===== src/rtl/hop_reg_pkg.sv =====
package hop_reg_pkg;
  localparam int DATA_W   = 8;
  localparam int M_W      = 9;
  localparam int R_W      = 6;
  localparam int A_W      = 4;
  localparam int SYNC_LEN = 2;

  localparam int STB_M_LO = 0;
  localparam int STB_M_HI = 1;
  localparam int STB_SWAL = 2;
  localparam int STB_HOP  = 3;
  localparam int STB_ENH  = 4;
  localparam int STB_NUM  = 5;

  typedef struct packed {
    logic [DATA_W-1:0] swal;
    logic [DATA_W-1:0] m_hi;
    logic [DATA_W-1:0] m_lo;
  } sect_bank_t;

  function automatic logic [M_W-1:0] field_m(input sect_bank_t b);
    return {b.m_hi[0], b.m_lo};
  endfunction

  function automatic logic [R_W-1:0] field_r(input sect_bank_t b);
    return b.m_hi[R_W:1];
  endfunction

  function automatic logic [A_W-1:0] field_a(input sect_bank_t b);
    return b.swal[A_W-1:0];
  endfunction
endpackage


===== src/rtl/hop_strobe_sync.sv =====
module hop_strobe_sync #(
  parameter int STAGES = 2
) (
  input  logic clk,
  input  logic rst_n,
  input  logic strobe_in,
  output logic rise_pulse
);
  logic [STAGES:0] shift_q;

  always_ff @(posedge clk or negedge rst_n) begin
    if (!rst_n) shift_q <= '0;
    else        shift_q <= {shift_q[STAGES-1:0], strobe_in};
  end

  assign rise_pulse = shift_q[STAGES-1] & ~shift_q[STAGES];
endmodule


===== src/rtl/hop_reg_store.sv =====
module hop_reg_store
  import hop_reg_pkg::*;
(
  input  logic              clk,
  input  logic              rst_n,
  input  logic              par_mode,
  input  logic [STB_NUM-1:0] rise_vec,
  input  logic [DATA_W-1:0] din,
  output sect_bank_t        prim_q,
  output sect_bank_t        sec_q,
  output logic [DATA_W-1:0] enh_q
);
  logic [STB_NUM-1:0] wr_ok;
  assign wr_ok = par_mode ? rise_vec : '0;

  always_ff @(posedge clk or negedge rst_n) begin
    if (!rst_n) begin
      prim_q <= '0;
    end else begin
      if (wr_ok[STB_M_LO]) prim_q.m_lo <= din;
      if (wr_ok[STB_M_HI]) prim_q.m_hi <= din;
      if (wr_ok[STB_SWAL]) prim_q.swal <= din;
    end
  end

  always_ff @(posedge clk or negedge rst_n) begin
    if (!rst_n)                sec_q <= '0;
    else if (wr_ok[STB_HOP])   sec_q <= prim_q;
  end

  always_ff @(posedge clk or negedge rst_n) begin
    if (!rst_n)                enh_q <= '0;
    else if (wr_ok[STB_ENH])   enh_q <= din;
  end
endmodule


===== src/rtl/hop_out_sel.sv =====
module hop_out_sel
  import hop_reg_pkg::*;
(
  input  sect_bank_t        prim_q,
  input  sect_bank_t        sec_q,
  input  logic [DATA_W-1:0] enh_q,
  input  logic              use_primary,
  input  logic              enh_en_n,
  output logic [M_W-1:0]    div_m,
  output logic [R_W-1:0]    div_r,
  output logic [A_W-1:0]    div_a,
  output logic [DATA_W-1:0] enh_ctrl
);
  sect_bank_t live;

  always_comb begin
    live     = use_primary ? prim_q : sec_q;
    div_m    = field_m(live);
    div_r    = field_r(live);
    div_a    = field_a(live);
    enh_ctrl = enh_en_n ? '0 : enh_q;
  end
endmodule


===== src/rtl/hop_reg_bank.sv =====
module hop_reg_bank
  import hop_reg_pkg::*;
(
  input  logic              clk,
  input  logic              rst_n,
  input  logic              mode_bus,
  input  logic              mode_ser,
  input  logic [DATA_W-1:0] din,
  input  logic              wr_m_lo,
  input  logic              wr_m_hi,
  input  logic              wr_swal,
  input  logic              wr_hop,
  input  logic              wr_enh,
  input  logic              use_primary,
  input  logic              enh_en_n,
  output logic [M_W-1:0]    div_m,
  output logic [R_W-1:0]    div_r,
  output logic [A_W-1:0]    div_a,
  output logic [DATA_W-1:0] enh_ctrl
);
  logic [STB_NUM-1:0] strobe_vec;
  logic [STB_NUM-1:0] rise_vec;
  logic               par_mode;
  sect_bank_t         prim_q;
  sect_bank_t         sec_q;
  logic [DATA_W-1:0]  enh_q;

  assign strobe_vec = {wr_enh, wr_hop, wr_swal, wr_m_hi, wr_m_lo};
  assign par_mode   = ~mode_bus & ~mode_ser;

  for (genvar i = 0; i < STB_NUM; i++) begin : g_sync
    hop_strobe_sync #(.STAGES(SYNC_LEN)) u_sync (
      .clk        (clk),
      .rst_n      (rst_n),
      .strobe_in  (strobe_vec[i]),
      .rise_pulse (rise_vec[i])
    );
  end

  hop_reg_store u_store (
    .clk      (clk),
    .rst_n    (rst_n),
    .par_mode (par_mode),
    .rise_vec (rise_vec),
    .din      (din),
    .prim_q   (prim_q),
    .sec_q    (sec_q),
    .enh_q    (enh_q)
  );

  hop_out_sel u_out (
    .prim_q      (prim_q),
    .sec_q       (sec_q),
    .enh_q       (enh_q),
    .use_primary (use_primary),
    .enh_en_n    (enh_en_n),
    .div_m       (div_m),
    .div_r       (div_r),
    .div_a       (div_a),
    .enh_ctrl    (enh_ctrl)
  );
endmodule


===== config.mk =====
export PLATFORM = sky130hd
export DESIGN_NAME = hop_reg_bank
export DESIGN_NICKNAME = d
export VERILOG_FILES = /design/src/rtl/hop_reg_pkg.sv /design/src/rtl/hop_strobe_sync.sv /design/src/rtl/hop_reg_store.sv /design/src/rtl/hop_out_sel.sv /design/src/rtl/hop_reg_bank.sv
export SDC_FILE = /design/constraint.sdc
export NUM_CORES = 1
export LEC_CHECK = 0
export BUFFER_PORTS_ARGS = -buffer_cell sky130_fd_sc_hd__buf_2
export CELL_PAD_IN_SITES_DETAIL_PLACEMENT = 1
export CELL_PAD_IN_SITES_GLOBAL_PLACEMENT = 1
export CORE_MARGIN = 2
export CORE_UTILIZATION = 45
export DETAILED_ROUTE_END_ITERATION = 8
export GPL_ROUTABILITY_DRIVEN = 0
export PLACE_DENSITY = 0.88
export SETUP_SLACK_MARGIN = 0.02
export SLEW_MARGIN = 20
export SYNTH_ARGS = -nofsm -noshare
export SYNTH_HDL_FRONTEND = slang
export SYNTH_SLANG_ARGS = --single-unit

===== constraint.sdc =====
create_clock -name clk -period 1.5 [get_ports clk]
set_input_delay 0.3 -clock clk [delete_from_list [all_inputs] [get_ports clk]]
set_output_delay 0.3 -clock clk [all_outputs]
set_load 0.05 [all_outputs]

* Word level (Yosys, flattened, before mapping)
Index checks and enable logic that the tools add are counted.
Storage, ports and cells: bits in registers 63, input port bits 19, output and inout bits 27, logic and storage cells 28
Operators by class: muxes and demuxes 3, bitwise logic cells 13
Operator list (number):
- $mux 20 | 1
- $mux 8 | 1
- $not 1->1 | 7
- $and 1x1->1 | 6
- $mux 5 | 1

* Depth between registers and ports, before layout
Gate-level depths: netlist of the first run.
depth after elaboration 3, mapped depth 5, mapped depth without buffers 2

* Cells and area by module
Synthesis of the first run repeated with hierarchy kept, for this count alone.
Unflattened totals: cells, all modules 170, area total of the unflattened synthesis 2984.1 µm²
Modules (own cells, without submodules):
- hop_reg_store | times used 1, cells each 120, area each 2203.4 µm², seq. area each 1401.3 µm²
- hop_strobe_sync | times used 5, cells each 4, area each 88.8 µm², seq. area each 75.1 µm²
- hop_out_sel | times used 1, cells each 29, area each 332.8 µm², seq. area each 0.0 µm²
- hop_reg_bank | times used 1, cells each 1, area each 3.8 µm², seq. area each 0.0 µm²

* Worst setup path after synthesis of the first run
No wires, ideal clock.
path kind input-to-reg, start point in mode_ser, end point reg, netlist name u_store.sec_q[0], setup time 0.125 ns, arrival 1.409 ns, slack -0.034 ns, stages on the path 5, buffers on the path 3, cells stage by stage clkbuf_2 > nor4b_2 > buf_4 > buf_6 > mux2_2
On the way: word-level cells in the longest chain between the ends 3
RTL lines:
- from (decl) | line hop_reg_bank.sv:7 | input logic mode_ser,
- $not 1->1 | line hop_reg_bank.sv:29 | assign par_mode = ~mode_bus & ~mode_ser;
- $and 1x1->1 | line hop_reg_bank.sv:29
- $mux 5 | line hop_reg_store.sv:14 | assign wr_ok = par_mode ? rise_vec : '0;
No other way between the ends. A chain may end at the register's enable or synchronous reset.

* Worst setup path in the final report of the first run
start point reg, netlist name u_store.prim_q[13], end point out div_r[4]
On the way: word-level cells in the longest chain between the ends 1
RTL lines:
- $mux 20 | line hop_out_sel.sv:17 | live = use_primary ? prim_q : sec_q;
- to (decl) | line hop_reg_bank.sv:17 | output logic [R_W-1:0] div_r,
No other way between the ends.

==> reports/qor.csv, run 1 <==
stage,metric,value,unit
status,outcome,completed,
placed_design,placed cells,265,
global_route,global-route layer with the greatest usage,met2,
finish,n_diodes,0,
synthesis,number of synthesized register bits,61,
worst_setup_path,kind of critical path,reg2out,
global_route,antenna violations before repair,0,
clock_network,Worst-path clk slew,0.06,ns
worst_setup_path,crit path capture type,primary output,
power_and_ir_drop,Sequential Power Share,41.0,%
hold_path,hold depth,1,
finish,nets,240,
power_and_ir_drop,Net Switching,1.88,mW
power_and_ir_drop,Comb power frac,37.9,%
clock_network,Longest Clk Path Bufs,2,
timing,slew margin rel.,65.9,%
synthesis,Synth Net Count,164,
finish,"commonest non-fill, non-tap cell in the layout",dfrtp_1,
timing,"Slew Viols, Final",0,
finish,most frequent cells in the layout,"61 x dfrtp_1, 52 x mux2_2, 25 x buf_2",
power_and_ir_drop,Clk pwr share,21.1,%
worst_setup_path,CP startpoint kind,register,
synthesis,Ys Warns,0,
timing,"Period Utilization, post-route",99.0,%
clock_network,Num Clock Sinks,61,
hold_path,Min-Delay Endpoint,g_sync[1].u_sync.shift_q[0],
global_route,first-pass GRT wire length,8.74,mm
power_and_ir_drop,peak supply drop,0.00103,V
timing,Final Hold Fails,0,
timing,Setup-failing EPs final,0,
timing,measured slew at the worst slew-check pin,0.511,ns
worst_setup_path,RR Endpoint,u_store.sec_q[4],
clock_network,htree depth,3,
drt,Remaining DRCs,0,
clock_network,TritonCTS clock tree,done,
synthesis,Synth area leaders,"dfrtp_1 62%, mux2_2 29%, nor4b_4 3.9%",
floorplanning,Die Area,0.00607,mm^2
global_route,largest net degree at the start of global routing,24,
global_route,grt met2 use,32.8,%
synthesis,Post-Synthesis Cell Area,0.00246,mm^2
worst_setup_path,reg2reg path depth,3,
clock_network,Inserted Clock Buffers,9,
power_and_ir_drop,Leak,1.55,nW
floorplanning,die extent in y,77.9,um
placed_design,PortBufs,45,
global_route,grt ovf,0,
finish,area growth from synthesis to layout,35.5,%
drt,Post-Route WL,5.64,mm
synthesis,Synth cell types,10,
worst_setup_path,critical path peak fanout,3,
floorplanning,Initial Util,47.5,%
drt,antenna-violating nets left,0,
floorplanning,FP Rows,26,
synthesis,sequential share of the synthesized area,62.1,%
power_and_ir_drop,PwrDens,1640,mW/mm^2
clock_network,root buffer cell,clkbuf_8,
global_route,M1 GR Usage,23.4,%
floorplanning,io pins,46,
power_and_ir_drop,Sw Ratio,34.4,%
finish,layout cells sized above 1,67.0,%
global_route,gr usage total,19.2,%
floorplanning,CORE AREA,0.00517,mm^2
drt,DRT iter0 DRCs,35,
run,Max-cap violations,0,
floorplanning,Die Wd,77.9,um
timing,Worst Skew,0.00583,ns
worst_setup_path,r2r setup slk,0.06,ns
worst_setup_path,Worst Path Arrival,1.19,ns
timing,Final min period,1.49,ns
worst_setup_path,FF-to-FF Start,g_sync[3].u_sync.shift_q[2],
synthesis,Mapped Cells,145,
drt,WL/cell,19.2,um
synthesis,largest area contributor in the netlist,dfrtp_1,
hold_path,type of the worst min-delay path,in2reg,
hold_path,hold path start,wr_m_hi,
drt,DRT Pass-1 Iters,4,
timing,worst hold slack,0.0755,ns
timing,achievable frequency,673,MHz
clock_network,worst skew pair latency,0.33,ns
worst_setup_path,Worst EP required,1.20,ns
synthesis,"Avg Cell Area, Syn",16.9,um^2
finish,post-route insts no fill,294,
drt,routed via count,1462,
power_and_ir_drop,Internal Power,3.58,mW
drt,Avg Vias per Cell,4.97,
placed_design,hpwl dp,3.69,mm
synthesis,share of the synthesized area in the top cell type,62.1,%
timing,RSZ-0062 raised after global routing,true,
global_route,met3 Usage GRT,4.65,%
global_route,vias in the first global route,1655,
[state kept, by name, indices dropped and copies added (netlist names)]
register	cells
u_store.prim_q	19
u_store.sec_q	19
g_sync.u_sync.shift_q	15
u_store.enh_q	8
[cells in the mapped netlist]
cell	n
buf_4	1
nor4b_4	4
clkbuf_2	2
buf_2	2
dfrtp_1	61
mux2_1	2
nor2b_1	8
buf_6	1
nor4b_2	1
mux2_2	63
[layout make-up]
| type | count | area, um^2 |
|---|---|---|
| Tap cell | 70 | 87.6 |
| Sequential cell | 61 | 1530 |
| Timing Repair Buffer | 71 | 627 |
| Multi-Input combinational cell | 78 | 942 |
| Clock inverter | 3 | 15.0 |
| Fill cell | 487 | 1840 |
| Clock buffer | 11 | 131 |
[worst max path at each step]
stage,depth (start not counted),from,to,slack (ns)
3_3_place_gp,4,mode_ser,u_store.sec_q[3],0.03
5_1_grt,2,u_store.prim_q[13],div_r[4],-0.03
6_report,2,u_store.prim_q[13],div_r[4],0.01
3_5_place_dp,4,mode_ser,u_store.sec_q[19],-0.05
2_1_floorplan,3,use_primary,div_a[0],0.008
4_1_cts,2,u_store.sec_q[19],div_a[3],0.006
[power groups by stage]
| stage | logic [mW] | registers (mW) | clock network, mW |
|---|---|---|---|
| finish | 2.07 | 2.24 | 1.15 |
| global route | 2.17 | 2.29 | 1.27 |
| CTS | 1.82 | 2.23 | 1.18 |
| detailed placement | 1.54 | 2.26 | 0 |
| global placement | 1.50 | 2.21 | 0 |
| floorplan | 1.26 | 2.17 | 0 |
[timing repair]
item	4_1_cts	5_1_grt
endpoints found under the setup margin	19	29
hold buffers	1	0
gates resized for setup	37	25
endpoints found under the hold margin	18	0
setup buffers	4	10
[logic make-up after synthesis]
| kind of cell | after synthesis | share of synthesized area [%] |
|---|---|---|
| buffers and inverters | 6 | 1.58 |
| muxes | 65 | 29.8 |
| and+or+nand+nor | 13 | 6.52 |
| DFF | 61 | 62.1 |
[layer usage]
layer	vias up	share of wire (%)
met2	43	54
met1	743	40
met5	-	0
met3	8	4.5
li1	668	-
met4	0	1.5
[metrics by stage]
step | utilization [%] | setup WS, ns | power (mW) | instance area, um^2 | TNS, ns
floorplan | - | 0.00824 | 3.43 | 2470 | 0
global placement | 55.3 | 0.0287 | 3.71 | 2860 | 0
detailed placement | 55.3 | -0.0466 | 3.80 | 2860 | -0.373
CTS | 61.1 | 0.00552 | 5.22 | 3160 | 0
global route | 64.4 | -0.0283 | 5.72 | 3330 | -0.0283
finish | 64.4 | 0.0146 | 5.46 | 3330 | 0
[worst max-delay path: stages, from the launching register on]
cell,delay [ns]
dfrtp_1,0.41
mux2_4,0.29
buf_8,0.15
No activity file was read; power rests on OpenSTA's default activity.
==> run 2: changes to the inputs <==
--- a/config.mk
+++ b/config.mk
@@ -8,12 +8,14 @@
 export BUFFER_PORTS_ARGS = -buffer_cell sky130_fd_sc_hd__buf_2
 export CELL_PAD_IN_SITES_DETAIL_PLACEMENT = 1
 export CELL_PAD_IN_SITES_GLOBAL_PLACEMENT = 1
+export CORE_ASPECT_RATIO = 1.25
 export CORE_MARGIN = 2
 export CORE_UTILIZATION = 45
 export DETAILED_ROUTE_END_ITERATION = 8
 export GPL_ROUTABILITY_DRIVEN = 0
 export PLACE_DENSITY = 0.88
 export SETUP_SLACK_MARGIN = 0.02
+export SKIP_CTS_REPAIR_TIMING = 1
 export SLEW_MARGIN = 20
 export SYNTH_ARGS = -nofsm -noshare
 export SYNTH_HDL_FRONTEND = slang
==> run 2 against run 1 <==
Against the previous run: routed wire length is 2.8% higher; global-route usage rose by 0.14 points; final cell count shrank 1.7%; fmax decreased by 0.94%; worst setup slack got worse by 0.014 ns; clock skew up 0.0034 ns; sequential power barely moved; critical path depth stayed put; sequential share of layout area shrank 0.96 points; largest cell class unchanged.
==> reports/qor.csv, run 2 (synthesis gave the netlist of run 1 again) <==
stage,metric,value,unit
placed_design,PortBufs,45,
clock_network,Worst-path clk slew,0.06,ns
finish,layout cells sized above 1,67.6,%
clock_network,worst skew pair latency,0.34,ns
global_route,grt ovf,0,
run,Max-cap violations,0,
timing,Final min period,1.50,ns
finish,Multi-input gate area,950,um^2
finish,Top Registers,"u_store.prim_q (19), u_store.sec_q (19), g_sync.u_sync.shift_q (15)",
worst_setup_path,crit path capture type,primary output,
timing,"Period Utilization, post-route",100,%
clock_network,Num Clock Sinks,61,
finish,"commonest non-fill, non-tap cell in the layout",dfrtp_1,
placed_design,placed cells,258,
timing,Final Hold Fails,0,
timing,RSZ-0062 raised after global routing,true,
drt,WL/cell,20.1,um
placed_design,hpwl dp,3.54,mm
power_and_ir_drop,PwrDens,1710,mW/mm^2
global_route,first-pass GRT wire length,8.51,mm
floorplanning,Die Wd,70.1,um
clock_network,root buffer cell,clkbuf_8,
timing,achievable frequency,667,MHz
power_and_ir_drop,peak supply drop,0.000898,V
timing,"Slew Viols, Final",0,
worst_setup_path,reg2reg path depth,3,
clock_network,TritonCTS clock tree,done,
floorplanning,die extent in y,86.6,um
floorplanning,CORE AREA,0.00537,mm^2
timing,measured slew at the worst slew-check pin,0.554,ns
worst_setup_path,CP startpoint kind,register,
floorplanning,Die Area,0.00607,mm^2
timing,slew margin rel.,63.0,%
clock_network,htree depth,3,
power_and_ir_drop,Leak,1.59,nW
finish,most frequent cells in the layout,"61 x dfrtp_1, 50 x mux2_2, 26 x buf_2",
hold_path,hold depth,1,
finish,nets,239,
clock_network,Inserted Clock Buffers,9,
drt,Post-Route WL,5.80,mm
drt,Remaining DRCs,0,
worst_setup_path,critical path peak fanout,3,
finish,n_diodes,0,
global_route,largest net degree at the start of global routing,23,
worst_setup_path,kind of critical path,reg2out,
drt,routed via count,1497,
hold_path,type of the worst min-delay path,in2reg,
drt,antenna-violating nets left,0,
global_route,antenna violations before repair,0,
floorplanning,Initial Util,45.8,%
floorplanning,io pins,46,
worst_setup_path,Worst Path Arrival,1.20,ns
worst_setup_path,Worst EP required,1.20,ns
global_route,vias in the first global route,1589,
finish,Seq. cell area,0.00153,mm^2
finish,post-route insts no fill,289,
drt,DRT iter0 DRCs,41,
drt,DRT Pass-1 Iters,4,
status,outcome,completed,
timing,Worst Skew,0.00923,ns
timing,worst hold slack,0.0676,ns
clock_network,Longest Clk Path Bufs,2,
timing,Setup-failing EPs final,0,
floorplanning,FP Rows,30,
finish,fill count,492,
finish,area growth from synthesis to layout,38.4,%
drt,Avg Vias per Cell,5.18,
global_route,gr usage total,19.3,%
## run 2: cell count changes in the layout (fill, tap and decap cells not counted)
cell and delta:
bufinv_16 +1, mux2_4 +2, clkbuf_1 -1, buf_4 -2
buf_2 +1, clkbuf_8 +1, clkbuf_4 -1, buf_6 -5
buf_8 +4, buf_12 +2, mux2_2 -2, clkinv_2 +1
## run 2: stage by stage
stage	cell area (um^2)	util [%]	total power [mW]	worst slack [ns]	TNS, ns
floorplan	2470	-	3.43	0.00824	0
global placement	2870	53.5	3.73	0.0286	0
detailed placement	2870	53.5	3.81	-0.0309	-0.296
CTS	3060	57.0	5.26	-0.0647	-0.529
global route	3400	63.4	6.05	-0.0216	-0.0581
finish	3400	63.4	5.80	0.000535	0
## run 2: where the power goes
group / total [mW] / switching [mW] / internal [mW]
logic: 2.13 / 1.09 / 1.03
clock network: 1.42 / 0.621 / 0.801
registers: 2.25 / 0.238 / 2.02
total: 5.80 / 1.95 / 3.85
## run 2: layout make-up
class                   instances  area share, %
flip-flops and latches         61           44.9
multi-input cells              78           27.9
repair buffers                 70           19.2
clock buffers                  11           4.16
well taps                      64           2.35
clock inverters                 5           1.47
## run 2: path summary, 6_finish.rpt
path | from | end | slack [ns]
max | u_store.prim_q[10] | div_r[1] | 0.0005
min | wr_m_lo | g_sync[0].u_sync.shift_q[0] | 0.07
max reg2reg | g_sync[3].u_sync.shift_q[2] | u_store.sec_q[17] | 0.07
min reg2reg | g_sync[1].u_sync.shift_q[0] | g_sync[1].u_sync.shift_q[1] | 0.35
max in group asynchronous | rst_n | g_sync[3].u_sync.shift_q[1] | 0.49
min in group asynchronous | rst_n | u_store.enh_q[6] | 0.49
## run 2: per-layer routing
layer	track usage, %	vias up	share of wire [%]
met5	0	-	0
met4	11.0	0	2.1
met2	31.2	47	54
li1	-	659	-
met3	4.07	9	4.0
met1	24.3	782	40
## run 2: worst max-delay path, stage by stage, from the launching register on
cell     delay [ns]
dfrtp_1        0.42
mux2_4         0.30
buf_8          0.15
==> run 3: changes to the inputs <==
--- a/config.mk
+++ b/config.mk
@@ -10,10 +10,10 @@
 export CELL_PAD_IN_SITES_GLOBAL_PLACEMENT = 1
 export CORE_ASPECT_RATIO = 1.25
 export CORE_MARGIN = 2
-export CORE_UTILIZATION = 45
+export CORE_UTILIZATION = 49
 export DETAILED_ROUTE_END_ITERATION = 8
 export GPL_ROUTABILITY_DRIVEN = 0
-export PLACE_DENSITY = 0.88
+export PLACE_DENSITY = 0.93
 export SETUP_SLACK_MARGIN = 0.02
 export SKIP_CTS_REPAIR_TIMING = 1
 export SLEW_MARGIN = 20
==> constraint.sdc (replaced) <==
create_clock -name clk -period 1.85 [get_ports clk]
set_input_delay 0.37 -clock clk [delete_from_list [all_inputs] [get_ports clk]]
set_output_delay 0.37 -clock clk [all_outputs]
set_load 0.05 [all_outputs]
==> run 3 against run 2 <==
Against the previous run: clock power is 34% lower; count of clock-buffer cells in the layout up 3; flip-flop and latch count is the same; register-to-register slack better by 0.32 ns; first-iteration DRC count decreased by 24%; via count decreased by 4.5%; final cell count decreased by 8.0%; sequential share of layout area up 6.6 points; sequential power is 19% lower; worst hold slack lost 0.052 ns; power fell by 31%; highest routed layer unchanged.
==> reports/qor.csv, run 3 (synthesis gave the netlist of run 1 again) <==
stage,metric,value,unit
status,outcome,completed,
power_and_ir_drop,Sw Ratio,35.6,%
finish,final instance area,0.00296,mm^2
placed_design,PortBufs,45,
power_and_ir_drop,PwrDens,1350,mW/mm^2
global_route,first-pass GRT wire length,8.30,mm
timing,fin worst setup slack,0.251,ns
drt,DRT iter0 DRCs,31,
global_route,grt ovf,0,
placed_design,Placement Setup Slack,0.228,ns
timing,"Slew Viols, Final",0,
drt,WL/cell,18.6,um
finish,Top Registers,"u_store.prim_q (19), u_store.sec_q (19), g_sync.u_sync.shift_q (15)",
clock_network,worst skew pair latency,0.33,ns
timing,measured slew at the worst slew-check pin,0.513,ns
power_and_ir_drop,Pwr Total,4.00,mW
finish,n_diodes,0,
placed_design,hpwl dp,3.57,mm
clock_network,TritonCTS clock tree,done,
drt,Post-Route WL,4.95,mm
timing,achievable frequency,625,MHz
worst_setup_path,reg2reg path depth,3,
floorplanning,die extent in y,83.2,um
timing,Worst Skew,0.00675,ns
worst_setup_path,CP startpoint kind,register,
finish,"commonest non-fill, non-tap cell in the layout",mux2_2,
timing,Setup-failing EPs final,0,
global_route,largest net degree at the start of global routing,40,
power_and_ir_drop,Sequential Power Share,45.5,%
power_and_ir_drop,Comb power frac,31.0,%
finish,area growth from synthesis to layout,20.6,%
worst_setup_path,Worst EP required,1.48,ns
floorplanning,Initial Util,51.2,%
timing,RSZ-0062 raised after global routing,false,
clock_network,htree depth,3,
hold_path,type of the worst min-delay path,in2async,
clock_network,Inserted Clock Buffers,9,
floorplanning,FP Rows,28,
clock_network,Worst-path clk slew,0.06,ns
worst_setup_path,crit path capture type,primary output,
global_route,vias in the first global route,1659,
timing,slew margin rel.,65.8,%
timing,"Period Utilization, post-route",86.4,%
drt,routed via count,1429,
drt,Avg Vias per Cell,5.37,
timing,setup TNS,0,ns
timing,Final min period,1.60,ns
worst_setup_path,FF-to-FF Start,g_sync[3].u_sync.shift_q[2],
placed_design,placed cells,250,
global_route,gr usage total,20.7,%
global_route,antenna violations before repair,0,
floorplanning,Die Area,0.00560,mm^2
power_and_ir_drop,Internal Power,2.57,mW
worst_setup_path,crit path from,u_store.prim_q[1],
timing,Final Hold Fails,0,
clock_network,root buffer cell,clkbuf_8,
drt,antenna-violating nets left,0,
run,Max-cap violations,0,
power_and_ir_drop,Clk pwr share,23.5,%
worst_setup_path,kind of critical path,reg2out,
floorplanning,Die Wd,67.3,um
finish,nets,220,
finish,layout cells sized above 1,63.1,%
finish,most frequent cells in the layout,"63 x mux2_2, 61 x dfrtp_1, 45 x buf_2",
floorplanning,CORE AREA,0.00480,mm^2
floorplanning,io pins,46,
worst_setup_path,critical path peak fanout,3,
drt,Remaining DRCs,0,
power_and_ir_drop,peak supply drop,0.000946,V
worst_setup_path,Worst Path Arrival,1.23,ns
clock_network,Num Clock Sinks,61,
power_and_ir_drop,Leak,1.36,nW
drt,DRT Pass-1 Iters,4,
power_and_ir_drop,Net Switching,1.42,mW
placed_design,area of placed instances,0.00281,mm^2
clock_network,Longest Clk Path Bufs,2,
finish,post-route insts no fill,266,
-- run 3: cell count changes in the layout (fill, tap and decap cells not counted), sizes merged --
cell / change
dlygate4sd3: -1
bufinv: -1
clkinv: -2
buf: -18
clkbuf: +3
-- run 3: metal layers --
layer | share of wire [%] | up-vias | track usage, %
met1 | 40 | 751 | 25.3
met5 | 0 | - | 0
met4 | 3.2 | 0 | 12.6
met3 | 3.9 | 13 | 4.34
met2 | 53 | 37 | 32.9
li1 | - | 628 | -
-- run 3: through the flow --
| stage | hold WS (ns) | util [%] |
|---|---|---|
| 2_1_floorplan | 0.0744 | - |
| 3_3_place_gp | 0.336 | 58.6 |
| 3_5_place_dp | 0.343 | 58.6 |
| 4_1_cts | 0.0160 | 61.7 |
| 5_1_grt | 0.0549 | 61.7 |
| 6_report | 0.0157 | 61.7 |
-- run 3: area by class of cell --
type,count,area (um^2)
flip-flops and latches,61,1530
clock inverters,2,10.0
well taps,60,75.1
multi-input cells,78,901
repair buffers,51,308
fillers,449,1840
clock buffers,14,143
-- run 3: worst paths after layout --
| path | to | slack (ns) |
|---|---|---|
| setup reg to reg | u_store.sec_q[8] | 0.39 |
| hold / removal | u_store.sec_q[14] | 0.02 |
| max in group asynchronous | u_store.sec_q[9] | 1.27 |
| min in group clk | g_sync[2].u_sync.shift_q[0] | 0.15 |
| hold reg to reg | g_sync[0].u_sync.shift_q[1] | 0.36 |
| setup / recovery | div_m[1] | 0.25 |
-- run 3: power by group through the flow --
| stage | sequential (mW) | combinational [mW] | clock (mW) |
|---|---|---|---|
| detailed placement | 1.84 | 1.25 | 0 |
| finish | 1.82 | 1.24 | 0.938 |
| CTS | 1.82 | 1.26 | 0.975 |
| global placement | 1.79 | 1.21 | 0 |
| floorplan | 1.76 | 1.02 | 0 |
| global route | 1.86 | 1.31 | 1.02 |
-- run 3: critical path, stage by stage (launching register included) --
cell and delay [ns]:
dfrtp_1 0.40, mux2_2 0.29, buf_2 0.22
